[src/rtl/edge_port_pkg.sv]
package edge_port_pkg;

    localparam int EP_PINS   = 8;
    localparam int EP_DATA_W = 2 * EP_PINS;

    typedef enum logic [1:0] {
        SENSE_LEVEL = 2'b00,
        SENSE_RISE  = 2'b01,
        SENSE_FALL  = 2'b10,
        SENSE_BOTH  = 2'b11
    } sense_e;

    typedef enum logic [1:0] {
        RA_MODE = 2'd0,
        RA_DIR  = 2'd1,
        RA_EN   = 2'd2,
        RA_FLAG = 2'd3
    } reg_addr_e;

    // Does the pair (previous, current) match the selected sensitivity?
    function automatic logic edge_hit(input sense_e s, input logic prev, input logic cur);
        logic rise;
        logic fall;
        rise = ~prev & cur;
        fall = prev & ~cur;
        case (s)
            SENSE_RISE: edge_hit = rise;
            SENSE_FALL: edge_hit = fall;
            SENSE_BOTH: edge_hit = rise | fall;
            default:    edge_hit = 1'b0;
        endcase
    endfunction

endpackage

[src/rtl/ep_sync.sv]
module ep_sync #(
    parameter int W = 8
) (
    input  logic         clk,
    input  logic         rst,
    input  logic [W-1:0] d_i,
    output logic [W-1:0] q_o
);
    // Idle state of the pins is high; reset the stages there so that
    // leaving reset does not fabricate a rising edge.
    logic [W-1:0] stage1_q;
    logic [W-1:0] stage2_q;

    always_ff @(posedge clk) begin
        if (rst) begin
            stage1_q <= '1;
            stage2_q <= '1;
        end else begin
            stage1_q <= d_i;
            stage2_q <= stage1_q;
        end
    end

    assign q_o = stage2_q;
endmodule

[src/rtl/ep_detect.sv]
module ep_detect
    import edge_port_pkg::*;
#(
    parameter int PINS = 8
) (
    input  logic              clk,
    input  logic              rst,
    input  logic [PINS-1:0]   sync_i,
    input  logic [2*PINS-1:0] mode_i,
    input  logic [PINS-1:0]   dir_i,
    output logic [PINS-1:0]   evt_o
);
    localparam logic [PINS-1:0] PIN_MASK = {{(PINS-1){1'b1}}, 1'b0};

    logic [PINS-1:0] prev_q;
    logic [PINS-1:0] hit;

    always_ff @(posedge clk) begin
        if (rst) prev_q <= '1;
        else     prev_q <= sync_i;
    end

    for (genvar n = 0; n < PINS; n++) begin : g_pin
        assign hit[n] = edge_hit(sense_e'(mode_i[2*n +: 2]), prev_q[n], sync_i[n]);
    end

    // Output pins and the reserved position never report.
    assign evt_o = hit & ~dir_i & PIN_MASK;
endmodule

[src/rtl/ep_regs.sv]
module ep_regs
    import edge_port_pkg::*;
#(
    parameter int PINS = 8
) (
    input  logic              clk,
    input  logic              rst,
    input  logic              wr_i,
    input  logic [1:0]        addr_i,
    input  logic [2*PINS-1:0] wdata_i,
    input  logic [PINS-1:0]   evt_i,
    output logic [2*PINS-1:0] rdata_o,
    output logic [2*PINS-1:0] mode_o,
    output logic [PINS-1:0]   dir_o,
    output logic [PINS-1:0]   en_o,
    output logic [PINS-1:0]   flag_o
);
    localparam int DW = 2 * PINS;
    localparam logic [PINS-1:0] PIN_MASK  = {{(PINS-1){1'b1}}, 1'b0};
    localparam logic [DW-1:0]   MODE_MASK = {{(DW-2){1'b1}}, 2'b00};

    logic [DW-1:0]   mode_q;
    logic [PINS-1:0] dir_q;
    logic [PINS-1:0] en_q;
    logic [PINS-1:0] flag_q;
    logic [PINS-1:0] clr;
    reg_addr_e       ra;

    assign ra  = reg_addr_e'(addr_i);
    assign clr = (wr_i && ra == RA_FLAG) ? wdata_i[PINS-1:0] : '0;

    always_ff @(posedge clk) begin
        if (rst) begin
            mode_q <= '0;
            dir_q  <= '0;
            en_q   <= '0;
            flag_q <= '0;
        end else begin
            if (wr_i && ra == RA_MODE) mode_q <= wdata_i & MODE_MASK;
            if (wr_i && ra == RA_DIR)  dir_q  <= wdata_i[PINS-1:0] & PIN_MASK;
            if (wr_i && ra == RA_EN)   en_q   <= wdata_i[PINS-1:0] & PIN_MASK;
            // A new event wins over a simultaneous clear.
            flag_q <= ((flag_q & ~clr) | evt_i) & PIN_MASK;
        end
    end

    always_comb begin
        case (ra)
            RA_MODE: rdata_o = mode_q;
            RA_DIR:  rdata_o = {{(DW-PINS){1'b0}}, dir_q};
            RA_EN:   rdata_o = {{(DW-PINS){1'b0}}, en_q};
            default: rdata_o = {{(DW-PINS){1'b0}}, flag_q};
        endcase
    end

    assign mode_o = mode_q;
    assign dir_o  = dir_q;
    assign en_o   = en_q;
    assign flag_o = flag_q;
endmodule

[src/rtl/edge_port_irq.sv]
module edge_port_irq
    import edge_port_pkg::*;
#(
    parameter int PINS = EP_PINS
) (
    input  logic              clk,
    input  logic              rst,
    input  logic              reg_wr,
    input  logic [1:0]        reg_addr,
    input  logic [2*PINS-1:0] reg_wdata,
    output logic [2*PINS-1:0] reg_rdata,
    input  logic [PINS-1:0]   pin_i,
    output logic [PINS-1:1]   irq_o
);
    logic [PINS-1:0]   pin_sync;
    logic [PINS-1:0]   evt;
    logic [2*PINS-1:0] mode_q;
    logic [PINS-1:0]   dir_q;
    logic [PINS-1:0]   en_q;
    logic [PINS-1:0]   flag_q;

    ep_sync #(.W(PINS)) u_sync (
        .clk (clk),
        .rst (rst),
        .d_i (pin_i),
        .q_o (pin_sync)
    );

    ep_detect #(.PINS(PINS)) u_detect (
        .clk    (clk),
        .rst    (rst),
        .sync_i (pin_sync),
        .mode_i (mode_q),
        .dir_i  (dir_q),
        .evt_o  (evt)
    );

    ep_regs #(.PINS(PINS)) u_regs (
        .clk     (clk),
        .rst     (rst),
        .wr_i    (reg_wr),
        .addr_i  (reg_addr),
        .wdata_i (reg_wdata),
        .evt_i   (evt),
        .rdata_o (reg_rdata),
        .mode_o  (mode_q),
        .dir_o   (dir_q),
        .en_o    (en_q),
        .flag_o  (flag_q)
    );

    for (genvar n = 1; n < PINS; n++) begin : g_req
        sense_e s;
        assign s = sense_e'(mode_q[2*n +: 2]);
        assign irq_o[n] = en_q[n] & ~dir_q[n] &
                          ((s == SENSE_LEVEL) ? ~pin_sync[n] : flag_q[n]);
    end
endmodule

[config.mk]
export PLATFORM = sky130hd
export DESIGN_NAME = edge_port_irq
export DESIGN_NICKNAME = d
export VERILOG_FILES = /design/src/rtl/edge_port_pkg.sv /design/src/rtl/ep_sync.sv /design/src/rtl/ep_detect.sv /design/src/rtl/ep_regs.sv /design/src/rtl/edge_port_irq.sv
export SDC_FILE = /design/constraint.sdc
export NUM_CORES = 1
export LEC_CHECK = 0
export BUFFER_PORTS_ARGS = -buffer_cell sky130_fd_sc_hd__buf_2
export CORE_MARGIN = 4
export CORE_UTILIZATION = 30
export DETAILED_ROUTE_END_ITERATION = 8
export PLACE_DENSITY = 0.52
export SYNTH_ARGS = -nofsm -noshare
export SYNTH_HDL_FRONTEND = slang
export SYNTH_SLANG_ARGS = --single-unit
[constraint.sdc]
create_clock -name clk -period 1.25 [get_ports clk]
set_input_delay 0.25 -clock clk [delete_from_list [all_inputs] [get_ports clk]]
set_output_delay 0.25 -clock clk [all_outputs]
set_load 0.01 [all_outputs]
==> flow_metrics.py, run 1 <==
metrics = {
    "clock_network": {
        "clkLatencyLatePin_ns": 0.31,
        "path_clk_slew_ns": 0.10,
        "cts_tree": "yes",
        "numCtsBuffers": 5,
        "cts-root-buf": "clkbuf_8",
        "clkSinkCount": 56,
        "htreeDepth": 2,
        "clockBufferDepth": 2,
    },
    "synth": {
        "async_flop_share_pct": 0,
        "yosysTopAreaCell": "dfxtp_1",
        "ys_seq_elements": 56,
        "synth_edf_count": 0,
        "synth_top_area_share_pct": 41.8,
        "seq_area_frac_synth_pct": 41.8,
        "netlist-cell-type-count": 26,
        "synth_nets": 333,
        "synthTopCellsByArea": "dfxtp_1, mux2i_1, ha_1, mux4_2, or2_2",
        "syn_area_per_cell_um2": 9.25,
        "yosys_warnings": 0,
        "postSynthCellCount": 290,
        "netlist_area_mm2": 0.00268,
        "synthFlopType": "dfxtp_1",
    },
    "place": {
        "io_buffers": 48,
        "gp_congestion": 0.736,
        "dp_hpwl_um": 4750,
    },
    "finish": {
        "final_core_util_pct": 45.0,
        "drive_gt1_share_pct": 49.9,
        "antenna_cells": 0,
        "syn_to_final_growth_pct": 46.3,
        "final_nets": 433,
        "n_fill_cell": 840,
    },
    "timing": {
        "fin_skew_ns": 0.00622,
        "setup_violations": 20,
        "whs_ns": 0.120,
        "rsz0062_at_grt": "yes",
        "layout_min_cycle_time_ns": 1.63,
        "max_freq_ghz": 0.615,
        "finalHoldViolCount": 0,
        "fin_crit_sh_pct": 130,
        "slew_violations": 0,
        "worst_slack_ns": -0.376,
    },
    "routing": {
        "first_iter_violations": 76,
        "vias": 2333,
        "drtPass1Iterations": 4,
        "wirelength_um": 6590,
        "drcViolationCount": 0,
        "wl_per_cell_um": 13.2,
        "viasPerCell": 4.68,
        "postRouteAntennaNets": 0,
    },
    "setup_path": {
        "setup.worst_path.start_class": "flip-flop",
        "crit_arrival_ns": 1.38,
        "crit_type": "reg -> out",
        "end_kind": "primary output",
        "worstPathRequired_ns": 1.00,
        "cp_max_fo": 2,
        "r2r_setup_slack_ns": 0.05,
    },
    "die": {
        "die_area_mm2": 0.0105,
        "fp-row-count": 34,
        "die_h_um": 103,
        "die_w_um": 103,
        "core_mm2": 0.00872,
        "initial_core_util_pct": 30.8,
        "io_pins": 52,
    },
    "global_routing": {
        "grt_pass1_wl_um": 10700,
        "antenna_found_initial": 0,
        "grt_pass1_vias": 2278,
        "overflow": 0,
        "grt_max_degree": 32,
        "grt_use_total_pct": 13.0,
    },
    "min_path": {
        "hold_class": "in -> reg",
    },
    "power": {
        "p_leak_nw": 1.85,
        "ir_drop_mv": 0.577,
        "power_per_cell_area_mw_per_mm2": 870,
    },
    "run": {
        "max_cap_viol_count": 0,
    },
    "run_status": {
        "violations": "negative setup slack",
        "run_status": "complete, but fails checks",
    },
}
-- worst paths after layout --
check                           from                 end  cells after the start
setup / recovery    u_regs.mode_o[3]        reg_rdata[3]                      3
hold reg to reg   u_sync.stage1_q[1]       u_sync.q_o[1]                      1
hold / removal              pin_i[6]  u_sync.stage1_q[6]                      2
setup reg to reg       u_sync.q_o[1]    u_regs.flag_o[1]                      4
-- metrics by stage --
step           setup WS (ns)  power [mW]  std cells  area (um^2)  setup TNS, ns
2_1_floorplan         0.0327        2.14        290         2710              0
3_3_place_gp          -0.347        2.33        474         3340          -9.08
3_5_place_dp          -0.420        2.34        474         3340         -10.09
4_1_cts               -0.380        3.44        495         3800          -4.57
5_1_grt               -0.415        3.58        499         3930          -5.07
6_report              -0.376        3.42        499         3930          -3.94
-- metal layers --
layer | vias up | wire [um] | GRT usage [%]
met4 | 0 | 73 | 3.63
met1 | 1105 | 2900 | 16.7
met3 | 6 | 456 | 3.25
li1 | 1160 | - | -
met2 | 62 | 3160 | 21.8
met5 | - | 0 | 0
-- synthesized netlist by cell type, types with 6 or more instances --
cell type  instances
and2_1             8
a311o_1            7
mux2i_1           25
nand2_1           28
buf_2              7
inv_1             26
nor2_1            33
dfxtp_1           56
and4b_1            7
nand2b_1           7
ha_1              14
a21oi_1           21
or2_2             21
mux4_2             6
-- power breakdown --
| part | leakage (nW) | switching (mW) | internal (mW) |
|---|---|---|---|
| clock | 0.0455 | 0.564 | 0.454 |
| sequential | 0.467 | 0.0469 | 1.84 |
| combinational | 1.34 | 0.229 | 0.282 |
| total | 1.85 | 0.840 | 2.58 |
-- critical path: stages (launching register included) --
cell,delay (ns)
dfxtp_2,0.35
buf_6,0.11
mux4_2,0.47
buf_6,0.14
-- flip-flops by register name, indices dropped and copies added, names as in the netlist --
register and count:
u_sync.q_o 7, u_regs.flag_o 7, u_sync.stage1_q 7, u_regs.dir_o 7
u_detect.prev_q 7, u_regs.en_o 7, u_regs.mode_o 14
-- cells in the final DEF (no fill, tap or decap), types with 2 or more instances in the layout --
master | Yosys | layout
a2111oi_4 | 0 | 4
a21oi_1 | 21 | 21
a311o_1 | 7 | 7
and2_4 | 0 | 7
and4b_1 | 7 | 7
buf_2 | 7 | 34
buf_4 | 4 | 43
buf_6 | 1 | 29
clkbuf_1 | 4 | 2
clkbuf_8 | 0 | 6
dfxtp_1 | 56 | 29
dfxtp_2 | 0 | 23
dfxtp_4 | 0 | 4
ha_1 | 14 | 13
inv_1 | 26 | 26
mux2i_1 | 25 | 25
mux4_2 | 6 | 6
nand2_1 | 28 | 28
nand2b_1 | 7 | 7
nand3b_1 | 2 | 2
nor2_1 | 33 | 22
nor2_2 | 0 | 3
nor2_4 | 0 | 8
nor3b_2 | 1 | 3
or2_2 | 21 | 21
-- cells by family after synthesis --
group	after synthesis	synth area share (%)
multiplexers	31	14.4
flip-flops	56	41.8
adder cells (fa/ha/maj)	14	6.53
AO/OA/AOI/OAI	33	8.02
other	1	0.140
AND/OR/NAND/NOR	113	22.1
buffers and inverters	42	7.04
-- what timing repair did --
| item | 4_1_cts | 5_1_grt |
|---|---|---|
| setup endpoints to repair | 24 | 27 |
| buffers inserted | 14 | 10 |
| hold buffers | 0 | 0 |
| pin swaps | 13 | 12 |
| gates cloned | 0 | 1 |
| resized for setup | 79 | 27 |
-- final cells by class --
class	count	area (um^2)	area share, %
flip-flops and latches	56	1160	29.7
well taps	108	135	3.44
repair buffers	109	892	22.7
clock buffers	8	90.1	2.29
multi-input cells	192	1550	39.4
inverters	26	97.6	2.49
(Power assumes the default switching activity.)
==> run 2: changes to the inputs <==
- CTS_BUF_LIST: default -> sky130_fd_sc_hd__clkbuf_2 sky130_fd_sc_hd__clkbuf_4 sky130_fd_sc_hd__clkbuf_8
==> run 2 against run 1 <==
Effect of this change:
- the flow still finishes with violations (negative setup slack)
- global-route usage did not move
- via count is 1.3% lower
- cell count stayed put
- combinational power is essentially flat
- worst setup slack better by 0.0034 ns
- wire length fell by 0.14%
- sequential power hardly changed
- critical endpoint unchanged
- largest power group unchanged
- highest routed layer unchanged
==> flow_metrics.py, run 2 (synthesis results as in run 1) <==
metrics = {
    "run_status": {
        "run_status": "complete, but fails checks",
        "violations": "negative setup slack",
    },
    "clock_network": {
        "clockBufferDepth": 2,
        "hold_buffers": 0,
        "cts_tree": "yes",
        "clkSinkCount": 56,
        "path_clk_slew_ns": 0.10,
        "htreeDepth": 2,
        "clkLatencyLatePin_ns": 0.30,
        "cts-root-buf": "clkbuf_8",
        "numCtsBuffers": 5,
    },
    "place": {
        "dp_hpwl_um": 4750,
        "gp_congestion": 0.736,
        "dpl_cell_area_mm2": 0.00334,
        "io_buffers": 48,
    },
    "timing": {
        "worst_slack_ns": -0.372,
        "finalHoldViolCount": 0,
        "fin_crit_sh_pct": 130,
        "max_freq_ghz": 0.616,
        "setup_violations": 21,
        "setup-tns-final_ns": -3.92,
        "fin_skew_ns": 0.00734,
        "rsz0062_at_grt": "yes",
        "layout_min_cycle_time_ns": 1.62,
        "slew_violations": 0,
    },
    "global_routing": {
        "grt_pass1_wl_um": 10700,
        "grt_pass1_vias": 2266,
        "grt_use_total_pct": 13.0,
        "grt_max_degree": 32,
        "overflow": 0,
        "antenna_found_initial": 0,
    },
    "die": {
        "die_w_um": 103,
        "die_h_um": 103,
        "fp-row-count": 34,
        "initial_core_util_pct": 30.8,
        "die_area_mm2": 0.0105,
        "core_mm2": 0.00872,
        "io_pins": 52,
    },
    "setup_path": {
        "crit_path_top_delay_cell": "mux4_2",
        "rr_endpoint": "u_regs.flag_o[2]",
        "max_stage_delay_ns": 0.47,
        "crit_path_start": "u_regs.mode_o[3]",
        "path_cells": "buf_6 > mux4_2 > buf_6",
        "crit_arrival_ns": 1.37,
        "end_kind": "primary output",
        "reg2regPathDepth": 5,
        "crit_type": "reg -> out",
        "regToRegStartpoint": "u_sync.q_o[2]",
        "cp_max_fo": 2,
        "worstPathRequired_ns": 1.00,
        "r2r_setup_slack_ns": 0.04,
        "crit_top_cell": "buf_6",
        "timing.critical_path.to": "reg_rdata[3]",
        "setup.worst_path.start_class": "flip-flop",
    },
    "power": {
        "p_leak_nw": 1.86,
        "power_per_cell_area_mw_per_mm2": 876,
        "ir_drop_mv": 0.579,
        "finalPower_mw": 3.46,
    },
    "finish": {
        "drive_gt1_share_pct": 50.6,
        "final_common_cell": "buf_4",
        "antenna_cells": 0,
        "fin_area_mm2": 0.00395,
        "layout_common_cells": "buf_4, buf_2, buf_6",
        "syn_to_final_growth_pct": 47.2,
        "final_nets": 433,
        "n_fill_cell": 839,
        "final_core_util_pct": 45.3,
        "largest_reg_flops": 14,
    },
    "routing": {
        "wirelength_um": 6580,
        "drtPass1Iterations": 4,
        "postRouteAntennaNets": 0,
        "drcViolationCount": 0,
        "vias": 2302,
        "wl_per_cell_um": 13.2,
        "viasPerCell": 4.61,
        "first_iter_violations": 94,
    },
    "min_path": {
        "hold_class": "in -> reg",
    },
    "run": {
        "max_cap_viol_count": 0,
    },
}
## run 2: cell counts in the layout (fill, tap and decap cells not counted)
Identical to the previous run, type by type.
## run 2: final cells by class
class                      count  area, um^2  area share [%]
clock buffer                   8        97.6            2.47
sequential                    56        1160            29.5
multi-input combinational    192        1560            39.4
tap                          108         135            3.42
inverter                      26         100            2.53
timing repair buffer         109         896            22.7
## run 2: worst min-delay path by stage
stage / start / end / slack (ns) / depth (start not counted)
floorplan: pin_i[1] / u_sync.stage1_q[1] / 0.35 / 1
detailed placement: u_sync.stage1_q[3] / u_sync.q_o[3] / 0.39 / 1
global route: pin_i[6] / u_sync.stage1_q[6] / 0.11 / 2
finish: pin_i[6] / u_sync.stage1_q[6] / 0.12 / 2
CTS: pin_i[6] / u_sync.stage1_q[6] / 0.11 / 2
global placement: u_sync.stage1_q[6] / u_sync.q_o[6] / 0.39 / 1
## run 2: worst max-delay path, delay by kind of cell (launching register included)
kind     cells  cell delay [ns]
mux          1             0.47
flops        1             0.35
buf+inv      2             0.25
## run 2: where the power goes
part	switching [mW]	internal, mW
combinational	0.230	0.284
sequential	0.0476	1.84
clock	0.561	0.497
total	0.839	2.62
## run 2: layer usage
layer,vias up,track usage [%],wire (um)
met5,-,0,0
met2,47,21.6,3150
li1,1160,-,-
met1,1089,16.9,2950
met4,0,3.63,73
met3,6,3.25,410
## run 2: metrics by stage
stage	setup WS, ns	hold slack [ns]	instances
2_1_floorplan	0.0327	0.354	290
4_1_cts	-0.386	0.109	492
3_3_place_gp	-0.347	0.392	474
5_1_grt	-0.423	0.115	499
6_report	-0.372	0.120	499
3_5_place_dp	-0.420	0.395	474
## run 2: repair_timing
item | CTS | global route
pin swaps | 11 | 13
resized for setup | 78 | 32
setup endpoints to repair | 24 | 27
hold endpoints to repair | 0 | 0
gates cloned | 0 | 1
buffers inserted | 11 | 13
==> run 3: changes to the inputs <==
- SETUP_SLACK_MARGIN: default -> 0.15
==> run 3 against run 2 <==
Effect of this change:
- the flow still finishes with violations (negative setup slack)
- clock power is essentially flat
- cell area grew 1.6%
- register-to-register slack lost 0.04 ns
- utilization grew 0.73 points
- critical path depth shrank 1
==> flow_metrics.py, run 3 (synthesis results as in run 1) <==
metrics = {
    "timing": {
        "setup-tns-final_ns": -3.43,
        "fin_skew_ns": 0.00451,
        "worst_slack_ns": -0.298,
        "finalHoldViolCount": 0,
        "max_freq_ghz": 0.646,
        "fin_crit_sh_pct": 124,
        "layout_min_cycle_time_ns": 1.55,
        "setup_violations": 19,
        "rsz0062_at_grt": "yes",
        "slew_violations": 0,
    },
    "power": {
        "power_per_cell_area_mw_per_mm2": 865,
        "finalPower_mw": 3.47,
        "p_leak_nw": 1.83,
        "ir_drop_mv": 0.400,
    },
    "min_path": {
        "hold_class": "in -> reg",
    },
    "routing": {
        "drcViolationCount": 0,
        "postRouteAntennaNets": 0,
        "viasPerCell": 4.63,
        "wirelength_um": 6790,
        "vias": 2290,
        "drtPass1Iterations": 4,
        "wl_per_cell_um": 13.7,
        "first_iter_violations": 35,
    },
    "finish": {
        "final_core_util_pct": 46.0,
        "final_nets": 429,
        "n_fill_cell": 859,
        "largest_reg_flops": 14,
        "drive_gt1_share_pct": 56.3,
        "syn_to_final_growth_pct": 49.6,
        "antenna_cells": 0,
        "layout_common_cells": "buf_4, buf_2, nand2_1, buf_6, mux2i_1",
        "final_common_cell": "buf_4",
    },
    "setup_path": {
        "crit_path_top_delay_cell": "mux4_2",
        "crit_buf_inv": 1,
        "crit_path_start": "u_regs.mode_o[7]",
        "end_kind": "primary output",
        "timing.critical_path.to": "reg_rdata[7]",
        "cp_top_family": "multiplexers",
        "cp_max_fo": 4,
        "crit_type": "reg -> out",
        "crit_arrival_ns": 1.30,
        "cp.depth": 2,
        "path_cells": "mux4_2 > buf_2",
        "reg2regPathDepth": 6,
        "setup.worst_path.start_class": "flip-flop",
        "max_stage_delay_ns": 0.47,
        "regToRegStartpoint": "u_regs.mode_o[14]",
        "r2r_setup_slack_ns": 0,
        "rr_endpoint": "u_regs.flag_o[7]",
        "worstPathRequired_ns": 1.00,
    },
    "place": {
        "pre_cts_ws_ns": -0.286,
        "io_buffers": 48,
        "dp_hpwl_um": 5000,
        "gp_congestion": 0.747,
    },
    "die": {
        "io_pins": 52,
        "die_h_um": 103,
        "die_w_um": 103,
        "initial_core_util_pct": 30.8,
        "fp-row-count": 34,
        "core_mm2": 0.00872,
        "die_area_mm2": 0.0105,
    },
    "run": {
        "max_cap_viol_count": 0,
    },
    "global_routing": {
        "grt_use_total_pct": 13.3,
        "grt_pass1_vias": 2289,
        "overflow": 0,
        "grt_pass1_wl_um": 11000,
        "antenna_found_initial": 0,
        "grtUsageMet1_pct": 17.5,
        "grt_use_met3_pct": 3.04,
        "grt_use_met2_pct": 22.5,
        "grt_max_degree": 25,
        "grt_most_used_layer": "met2",
    },
    "clock_network": {
        "cts_tree": "yes",
        "clockBufferDepth": 2,
        "numCtsBuffers": 5,
        "htreeDepth": 2,
        "path_clk_slew_ns": 0.10,
        "clkSinkCount": 56,
        "cts-root-buf": "clkbuf_8",
        "clkLatencyLatePin_ns": 0.30,
    },
    "run_status": {
        "run_status": "complete, but fails checks",
        "violations": "negative setup slack",
    },
}
run 3: cell count changes in the layout (fill, tap and decap cells not counted), sizes merged:
cell  before  now
buf      108  104
run 3: report_power, final:
part,internal [mW],switching (mW),leakage (nW),total (mW)
Clock,0.498,0.571,0.0523,1.07
Combinational,0.280,0.239,1.30,0.519
Sequential,1.83,0.0502,0.469,1.88
run 3: area by class of cell:
cell class / count / area (um^2) / share of cell area, %
Multi-Input combinational cell: 192 / 1630 / 40.7
Sequential cell: 56 / 1190 / 29.6
Timing Repair Buffer: 105 / 856 / 21.3
Tap cell: 108 / 135 / 3.37
Inverter: 26 / 105 / 2.62
Clock buffer: 8 / 97.6 / 2.43
run 3: repair_timing:
item / CTS / global route
hold buffers: 0 / 0
resized for setup: 79 / 35
pin swaps: 13 / 6
cloned: 0 / 0
setup endpoints to repair: 48 / 35
buffers inserted: 9 / 10
run 3: how the worst min path moves through the flow:
stage / cells after the start / end / from
after floorplan: 1 / u_sync.stage1_q[1] / pin_i[1]
after global placement: 1 / u_sync.q_o[4] / u_sync.stage1_q[4]
after detailed placement: 1 / u_sync.q_o[1] / u_sync.stage1_q[1]
after CTS: 2 / u_sync.stage1_q[7] / pin_i[7]
after global routing: 2 / u_sync.stage1_q[7] / pin_i[7]
final: 2 / u_sync.stage1_q[7] / pin_i[7]
run 3: layer usage:
layer  share of wire, %  wire, um  up-vias
li1                   -         -     1155
met3                4.4       296        4
met1                 45      3080     1095
met2                 50      3370       36
met4               0.55        37        0
met5                  0         0        -
run 3: worst reg2reg max path, stage by stage, from the launching register on:
cell,delay [ns]
dfxtp_2,0.37
buf_6,0.10
buf_6,0.08
buf_6,0.09
buf_6,0.08
and4b_1,0.17
a311o_1,0.26
run 3: through the flow:
| step | hold WS (ns) | area [um^2] | std cells |
|---|---|---|---|
| 4_1_cts | 0.107 | 3810 | 485 |
| 5_1_grt | 0.108 | 4010 | 495 |
| 6_report | 0.115 | 4010 | 495 |
| 2_1_floorplan | 0.354 | 2800 | 290 |
| 3_5_place_dp | 0.393 | 3400 | 468 |
| 3_3_place_gp | 0.392 | 3400 | 468 |
